$ cat src/rtl/ctxr_pkg.sv
package ctxr_pkg;
    localparam int ADDR_W = 20;
    localparam int SP_W   = 16;
    localparam int BYTE_W = 8;
    localparam int REG_W  = 2 * BYTE_W;
    localparam int NREG   = 8;
    localparam int IDX_W  = $clog2(NREG);

    typedef enum logic [3:0] {
        S_IDLE,
        S_RD_TN,
        S_RD_MASK,
        S_RD_CORR,
        S_GOT_CORR,
        S_POP_LO,
        S_POP_HI,
        S_POP_END,
        S_FIX
    } ctxr_state_e;

    typedef struct packed {
        logic [SP_W-1:0]   tnum_addr;
        logic [ADDR_W-1:0] base;
        logic [SP_W-1:0]   sp;
    } ctxr_op_t;

    // Descriptor address for task tn: base + 2*tn, wrapping in the address space.
    function automatic logic [ADDR_W-1:0] tbl_entry(input logic [ADDR_W-1:0] base,
                                                    input logic [BYTE_W-1:0] tn);
        return base + ADDR_W'({tn, 1'b0});
    endfunction
endpackage

$ cat src/rtl/ctxr_pick.sv
module ctxr_pick #(
    parameter int N = 8,
    localparam int IW = $clog2(N)
) (
    input  logic [N-1:0]  vec,
    output logic          any,
    output logic [IW-1:0] idx
);
    // Lowest set bit wins: scan from the top so the last hit is the lowest.
    always_comb begin
        any = |vec;
        idx = '0;
        for (int i = N - 1; i >= 0; i--) begin
            if (vec[i]) idx = IW'(i);
        end
    end
endmodule

$ cat src/rtl/ctxr_stack_rd.sv
module ctxr_stack_rd #(
    parameter int PW = 16,
    parameter int BW = 8
) (
    input  logic          clk,
    input  logic          rst,
    input  logic          load,
    input  logic [PW-1:0] base_sp,
    input  logic          adv,
    input  logic          cap_lo,
    input  logic [BW-1:0] rdata,
    output logic [PW-1:0] ptr,
    output logic [2*BW-1:0] word
);
    logic [BW-1:0] lo_q;

    always_ff @(posedge clk) begin
        if (rst) begin
            ptr  <= '0;
            lo_q <= '0;
        end else begin
            if (load)
                ptr <= base_sp;
            else if (adv)
                ptr <= ptr + PW'(1);
            if (cap_lo)
                lo_q <= rdata;
        end
    end

    assign word = {rdata, lo_q};
endmodule

$ cat src/rtl/taskctx_restore.sv
module taskctx_restore
    import ctxr_pkg::*;
(
    input  logic              clk,
    input  logic              rst,
    input  logic              start,
    input  logic [SP_W-1:0]   tnum_addr,
    input  logic [ADDR_W-1:0] tbl_base,
    input  logic [SP_W-1:0]   sp_in,
    output logic              mem_rd_en,
    output logic [ADDR_W-1:0] mem_addr,
    input  logic [BYTE_W-1:0] mem_rdata,
    output logic              reg_we,
    output logic [IDX_W-1:0]  reg_sel,
    output logic [REG_W-1:0]  reg_wdata,
    output logic              sp_we,
    output logic [SP_W-1:0]   sp_wdata,
    output logic              busy,
    output logic              done
);
    ctxr_state_e       state;
    ctxr_op_t          op_q;
    logic [ADDR_W-1:0] entry_q;
    logic [NREG-1:0]   mask_q;
    logic [BYTE_W-1:0] corr_q;

    logic              mask_any;
    logic [IDX_W-1:0]  cur_idx;
    logic [NREG-1:0]   mask_rest;
    logic [SP_W-1:0]   ptr;
    logic [REG_W-1:0]  word;
    logic              ptr_load, ptr_adv, cap_lo;

    ctxr_pick #(.N(NREG)) u_pick (
        .vec (mask_q),
        .any (mask_any),
        .idx (cur_idx)
    );

    ctxr_stack_rd #(.PW(SP_W), .BW(BYTE_W)) u_stk (
        .clk     (clk),
        .rst     (rst),
        .load    (ptr_load),
        .base_sp (op_q.sp),
        .adv     (ptr_adv),
        .cap_lo  (cap_lo),
        .rdata   (mem_rdata),
        .ptr     (ptr),
        .word    (word)
    );

    assign mask_rest = mask_q & ~(NREG'(1) << cur_idx);
    assign ptr_load  = (state == S_GOT_CORR);
    assign ptr_adv   = (state == S_POP_LO) || (state == S_POP_HI);
    assign cap_lo    = (state == S_POP_HI);

    always_comb begin
        mem_rd_en = 1'b0;
        mem_addr  = '0;
        reg_we    = 1'b0;
        reg_sel   = cur_idx;
        reg_wdata = word;
        sp_we     = 1'b0;
        sp_wdata  = op_q.sp + SP_W'(corr_q);
        done      = 1'b0;
        busy      = (state != S_IDLE);
        unique case (state)
            S_RD_TN: begin
                mem_rd_en = 1'b1;
                mem_addr  = ADDR_W'(op_q.tnum_addr);
            end
            S_RD_MASK: begin
                mem_rd_en = 1'b1;
                mem_addr  = tbl_entry(op_q.base, mem_rdata);
            end
            S_RD_CORR: begin
                mem_rd_en = 1'b1;
                mem_addr  = entry_q + ADDR_W'(1);
            end
            S_POP_LO, S_POP_HI: begin
                mem_rd_en = 1'b1;
                mem_addr  = ADDR_W'(ptr);
            end
            S_POP_END: reg_we = 1'b1;
            S_FIX: begin
                sp_we = 1'b1;
                done  = 1'b1;
            end
            default: ;
        endcase
    end

    always_ff @(posedge clk) begin
        if (rst) begin
            state   <= S_IDLE;
            op_q    <= '0;
            entry_q <= '0;
            mask_q  <= '0;
            corr_q  <= '0;
        end else begin
            unique case (state)
                S_IDLE: begin
                    if (start) begin
                        op_q.tnum_addr <= tnum_addr;
                        op_q.base      <= tbl_base;
                        op_q.sp        <= sp_in;
                        state          <= S_RD_TN;
                    end
                end
                S_RD_TN:   state <= S_RD_MASK;
                S_RD_MASK: begin
                    entry_q <= mem_addr;
                    state   <= S_RD_CORR;
                end
                S_RD_CORR: begin
                    mask_q <= mem_rdata;
                    state  <= S_GOT_CORR;
                end
                S_GOT_CORR: begin
                    corr_q <= mem_rdata;
                    state  <= mask_any ? S_POP_LO : S_FIX;
                end
                S_POP_LO:  state <= S_POP_HI;
                S_POP_HI:  state <= S_POP_END;
                S_POP_END: begin
                    mask_q <= mask_rest;
                    state  <= (mask_rest == '0) ? S_FIX : S_POP_LO;
                end
                S_FIX:     state <= S_IDLE;
                default:   state <= S_IDLE;
            endcase
        end
    end
endmodule

$ cat config.mk
export PLATFORM = sky130hd
export DESIGN_NAME = taskctx_restore
export DESIGN_NICKNAME = d
export VERILOG_FILES = /design/src/rtl/ctxr_pkg.sv /design/src/rtl/ctxr_pick.sv /design/src/rtl/ctxr_stack_rd.sv /design/src/rtl/taskctx_restore.sv
export SDC_FILE = /design/constraint.sdc
export NUM_CORES = 1
export LEC_CHECK = 0
export ABC_AREA = 1
export BUFFER_PORTS_ARGS = -buffer_cell sky130_fd_sc_hd__buf_2
export CAP_MARGIN = 10
export CORE_ASPECT_RATIO = 1.5
export CORE_UTILIZATION = 55
export DETAILED_ROUTE_END_ITERATION = 8
export PLACE_DENSITY_LB_ADDON = 0.3
export SLEW_MARGIN = 25
export SYNTH_ARGS = -nofsm -noshare
export SYNTH_HDL_FRONTEND = slang
export SYNTH_HIERARCHICAL = 1
export SYNTH_SLANG_ARGS = --single-unit
$ cat constraint.sdc
create_clock -name clk -period 2.2 [get_ports clk]
set_clock_uncertainty 0.2 [all_clocks]
set_input_delay 0.11 -clock clk [delete_from_list [all_inputs] [get_ports clk]]
set_output_delay 0.11 -clock clk [all_outputs]
set_load 0.03 [all_outputs]
==> impl_metrics.env, run 1 <==
export IMPL_status="did not finish"
export IMPL_failing_step="global routing (5_1_grt)"
export IMPL_error="[ERROR GRT-0232] Routing congestion too high. Check the congestion heatmap in the GUI."
export IMPL_synthSimpleGateAreaFrac_pct=27.41
export IMPL_place_hpwl_mm=14.59
export IMPL_synth_top_family_by_area="simple AND/OR/NAND/NOR gates"
export IMPL_synth_area_um2=6838
export IMPL_grt_worst_endpoint="sp_wdata[12]"
export IMPL_worstEpCategory="primary output"
export IMPL_synth_top_cells_by_area="dfxtp_1 (34%), nand2_1 (11%), o21ai_0 (7.6%)"
export IMPL_dpl_instance_area_um2=7769
export IMPL_syn_num_nets=1113
export IMPL_ys_flop_type="dfxtp_1"
export IMPL_clock_sinks=116
export IMPL_synth_top_area_share_pct=33.96
export IMPL_die_w_um=93.04
export IMPL_io_pins=123
export IMPL_synth_avg_cell_area_um2=6.639
export IMPL_clock_path_buffers=2
export IMPL_clockRootBuffer="clkbuf_16"
export IMPL_netlist_instances=1030
export IMPL_start_util_pct=56.61
export IMPL_async_flop_share_pct=0
export IMPL_synth_largest_area_cell="dfxtp_1"
export IMPL_grt_usage_pct=79.73
export IMPL_grt_start_max_net_pins=62
export IMPL_yosysUniqueCellTypes=40
export IMPL_h_tree_depth=4
export IMPL_overflow=46
export IMPL_die_y_um=138.6
export IMPL_seq_area_frac_synth_pct=33.96
export IMPL_place_ws_ns=-0.06099
export IMPL_synth_compound_area_share_pct=20.73
export IMPL_gp_congestion=0.9387
export IMPL_synth_edf_count=0
export IMPL_cts_made_buffers=17
export IMPL_yosys_register_bits=116
export IMPL_num_rows=49
export IMPL_muxShareOfSynthArea_pct=0
export IMPL_synthAdderAreaFrac_pct=3.879
export IMPL_synth_warnings=6
export IMPL_port_buffers=122
export IMPL_synth_xor_area_share_pct=2.562
==> what timing repair did <==
action | 4_1_cts
gates cloned | 1
setup endpoints to repair | 32
gates resized for setup | 232
setup buffers | 31
hold buffers | 69
pin swaps | 50
hold endpoints to repair | 88
==> stage by stage <==
stage                     util [%]  TNS (ns)  cells
after floorplan                  -         0   1030
after global placement       64.32  -0.02851   1299
after detailed placement     64.32   -0.2057   1299
after CTS                    84.34    -5.029   1429
==> per-layer routing <==
metal  GRT overflow  track usage (%)
met1              0            80.33
met2             25            93.50
met3              0            67.11
met4             21            77.81
met5              0            32.54
==> synthesized netlist by cell type (all sizes together), types with 18 or more instances <==
cell type and instances:
a22oi 19, buf 30, nand2 209, nor2 92
inv 143, nand3 82, dfxtp 116, o21ai 106
a21oi 103, ha 18
==> logic make-up after synthesis <==
logic type / after synthesis
AO/OA/AOI/OAI: 260
XOR/XNOR: 20
adder cells (fa/ha/maj): 20
buffers and inverters: 187
flip-flops: 116
AND/OR/NAND/NOR: 427
==> run 2, diff against run 1 <==
CORE_ASPECT_RATIO = not set   (was 1.5)
CORE_UTILIZATION = 40   (was 55)
PLACE_DENSITY_LB_ADDON = 0.15   (was 0.3)
==> impl_metrics.env, run 2 <==
export IMPL_status="finished with violations"
export IMPL_violations="negative setup slack"
export IMPL_slew_violations=0
export IMPL_power_mw=8.406
export IMPL_vias=7941
export IMPL_clkTransAtPathRegs_ns=0.06
export IMPL_crit_top_cell="buf_6"
export IMPL_synth_warnings=6
export IMPL_utilization_pct=65.67
export IMPL_io_pins=123
export IMPL_post_route_period_util_pct=115.4
export IMPL_start_util_pct=41.09
export IMPL_max_freq_mhz=393.9
export IMPL_overflow=0
export IMPL_gp_congestion=0.9197
export IMPL_area_growth_synth_to_final_pct=59.83
export IMPL_clockRootBuffer="clkbuf_16"
export IMPL_critPathMaxFanout=3
export IMPL_slowest_stage="dfxtp_2"
export IMPL_dpl_instance_area_um2=7843
export IMPL_synth_avg_cell_area_um2=6.639
export IMPL_netlist_instances=1030
export IMPL_tritoncts="built"
export IMPL_num_rows=47
export IMPL_grt_pass1_wl_mm=37.99
export IMPL_insertion_delay_ns=0.42
export IMPL_seqCellArea_um2=2377
export IMPL_synth_area_um2=6838
export IMPL_die_y_um=132.7
export IMPL_worst_slack_ns=-0.3390
export IMPL_dr_pass1_iters=5
export IMPL_crit_cells=9
export IMPL_ys_flop_type="dfxtp_1"
export IMPL_min_path_type="in2reg"
export IMPL_totalWireLength_mm=24.37
export IMPL_clock_sinks=116
export IMPL_routedWlPerCell_um=16.14
export IMPL_synth_largest_area_cell="dfxtp_1"
export IMPL_seq_area_frac_synth_pct=33.96
export IMPL_cp_num_buf_inv=3
export IMPL_antenna_found_initial=0
export IMPL_synth_common_cells="nand2_1 (205), inv_1 (137), dfxtp_1 (116), o21ai_0 (104), a21oi_1 (103)"
export IMPL_multi_input_area_um2=4853
export IMPL_port_buffers=122
export IMPL_synth_edf_count=0
export IMPL_die_area_um2=17620
export IMPL_avgViaCountPerCell=5.259
export IMPL_yosys_register_bits=116
export IMPL_rsz0062_at_grt="yes"
export IMPL_yosysUniqueCellTypes=40
export IMPL_cp_start_kind="register"
export IMPL_leakage_nw=4.753
export IMPL_setup_tns_ns=-4.928
export IMPL_drv_cap=0
export IMPL_peakVddDrop_v=0.0006256
export IMPL_syn_num_nets=1113
export IMPL_largest_reg_flops=52
export IMPL_drive_gt1_share_pct=38.14
export IMPL_clock_path_buffers=2
export IMPL_place_hpwl_mm=15.55
export IMPL_drc=0
export IMPL_drtIter0Drc=660
export IMPL_path_delay_family="adder cells"
export IMPL_reg2reg_from="op_q[22]"
export IMPL_whs_ns=0.03403
export IMPL_h_tree_depth=4
export IMPL_nFillCells=1401
export IMPL_path_class="reg2out"
export IMPL_mostFrequentLayoutCell="nand2_1"
export IMPL_grt_start_max_net_pins=45
export IMPL_grt_usage_pct=27.22
export IMPL_synth_top_area_share_pct=33.96
export IMPL_rr_worst_depth=10
export IMPL_layout_common_cells="nand2_1 (145), inv_1 (122), a21oi_1 (94), o21ai_0 (91), buf_2 (90)"
export IMPL_top_register="op_q"
export IMPL_slowest_delay_ns=0.35
export IMPL_core_area_um2=16640
export IMPL_endpoint_kind="primary output"
export IMPL_powerDensity_nw_per_um2=769.1
export IMPL_cp_data_arrival_time_ns=2.23
export IMPL_r2r_end="entry_q[9]"
export IMPL_r2r_slack_ns=0.07
export IMPL_hold_viol=0
export IMPL_die_w_um=132.7
export IMPL_crit_end="sp_wdata[8]"
export IMPL_ant_nets=0
export IMPL_path_cells="ha_4 -> inv_2 -> fa_2 -> o21ai_2 -> nand4_1 -> nand2_2 -> buf_6 -> xor2_2 -> buf_6"
export IMPL_setup_viol=27
export IMPL_reg_top3="op_q: 52 flops, entry_q: 20 flops, u_stk/ptr: 16 flops"
export IMPL_worstSetupStartpoint="op_q[0]"
export IMPL_finalInstanceArea_um2=10930
export IMPL_maxSlewHeadroom_pct=63.38
export IMPL_synth_top_cells_by_area="dfxtp_1 (34%), nand2_1 (11%), o21ai_0 (7.6%)"
export IMPL_synth_most_common_cell="nand2_1"
export IMPL_async_flop_share_pct=0
export IMPL_worstPathRequired_ns=1.89
export IMPL_finalNetCount=1360
export IMPL_min_period_ns=2.539
export IMPL_n_antenna_cell=0
export IMPL_cts_made_buffers=17
export IMPL_worst_slew_pin_slew_ns=0.5487
export IMPL_grt_pass1_vias=7738
## run 2: cell counts after synthesis
Identical to the previous run, type by type.
## run 2: worst min path at each step
stage	startpoint	end	slack (ns)	cells after the start
3_3_place_gp	sp_in[11]	op_q[11]	0.19	3
5_1_grt	mem_rdata[0]	entry_q[1]	0.06	4
2_1_floorplan	rst	entry_q[0]	-0.02	1
4_1_cts	mem_rdata[0]	entry_q[1]	0.03	4
3_5_place_dp	sp_in[14]	op_q[14]	0.19	3
6_report	mem_rdata[0]	entry_q[1]	0.03	4
## run 2: cell type report
class	instances	share of cell area (%)
clock inverter	12	2.072
timing repair inverter	1	0.06869
sequential	116	21.75
tap	220	2.519
multi-input combinational	727	44.41
timing repair buffer	271	20.07
clock buffer	20	4.087
inverter	143	5.026
## run 2: power breakdown
part	leakage, nW	internal, mW	switching (mW)
Combinational	3.47	1.11	1.54
Sequential	0.962	2.33	0.222
Clock	0.321	2.16	1.04
## run 2: tightest hold or removal path: stages
cell and delay, ns:
buf_2 0.13, ha_4 0.14, nand2_1 0.09, a21oi_1 0.14
## run 2: cell families (layout without fill, tap and decap cells)
| group | count (synthesis) | after routing | share of synthesized area [%] |
|---|---|---|---|
| simple gates | 427 | 427 | 27.41 |
| compound gates | 260 | 260 | 20.73 |
| buf+inv | 187 | 447 | 11.45 |
| flops | 116 | 116 | 33.96 |
| fa+ha+maj | 20 | 20 | 3.879 |
| xor+xnor | 20 | 20 | 2.562 |
## run 2: per-stage QoR
| step | instances | setup WS [ns] |
|---|---|---|
| after CTS | 1491 | -0.3276 |
| after global routing | 1510 | -0.4863 |
| after floorplan | 1030 | 0.005138 |
| final | 1510 | -0.3390 |
| after detailed placement | 1368 | -0.1057 |
| after global placement | 1368 | -0.06115 |
## run 2: metal layers
| layer | part of all wire [%] | track usage, % |
|---|---|---|
| met5 | 0 | 0 |
| met4 | 4.0 | 12.39 |
| met3 | 4.9 | 5.019 |
| met2 | 48 | 45.94 |
| met1 | 43 | 33.62 |
## run 2: repair_timing
action,CTS,global route
resized for setup,246,121
endpoints found under the setup margin,32,48
buffers inserted,28,22
gates cloned,1,1
pin swaps,55,57
endpoints found under the hold margin,89,0
hold buffers,63,0
No activity file was read; power rests on OpenSTA's default activity.
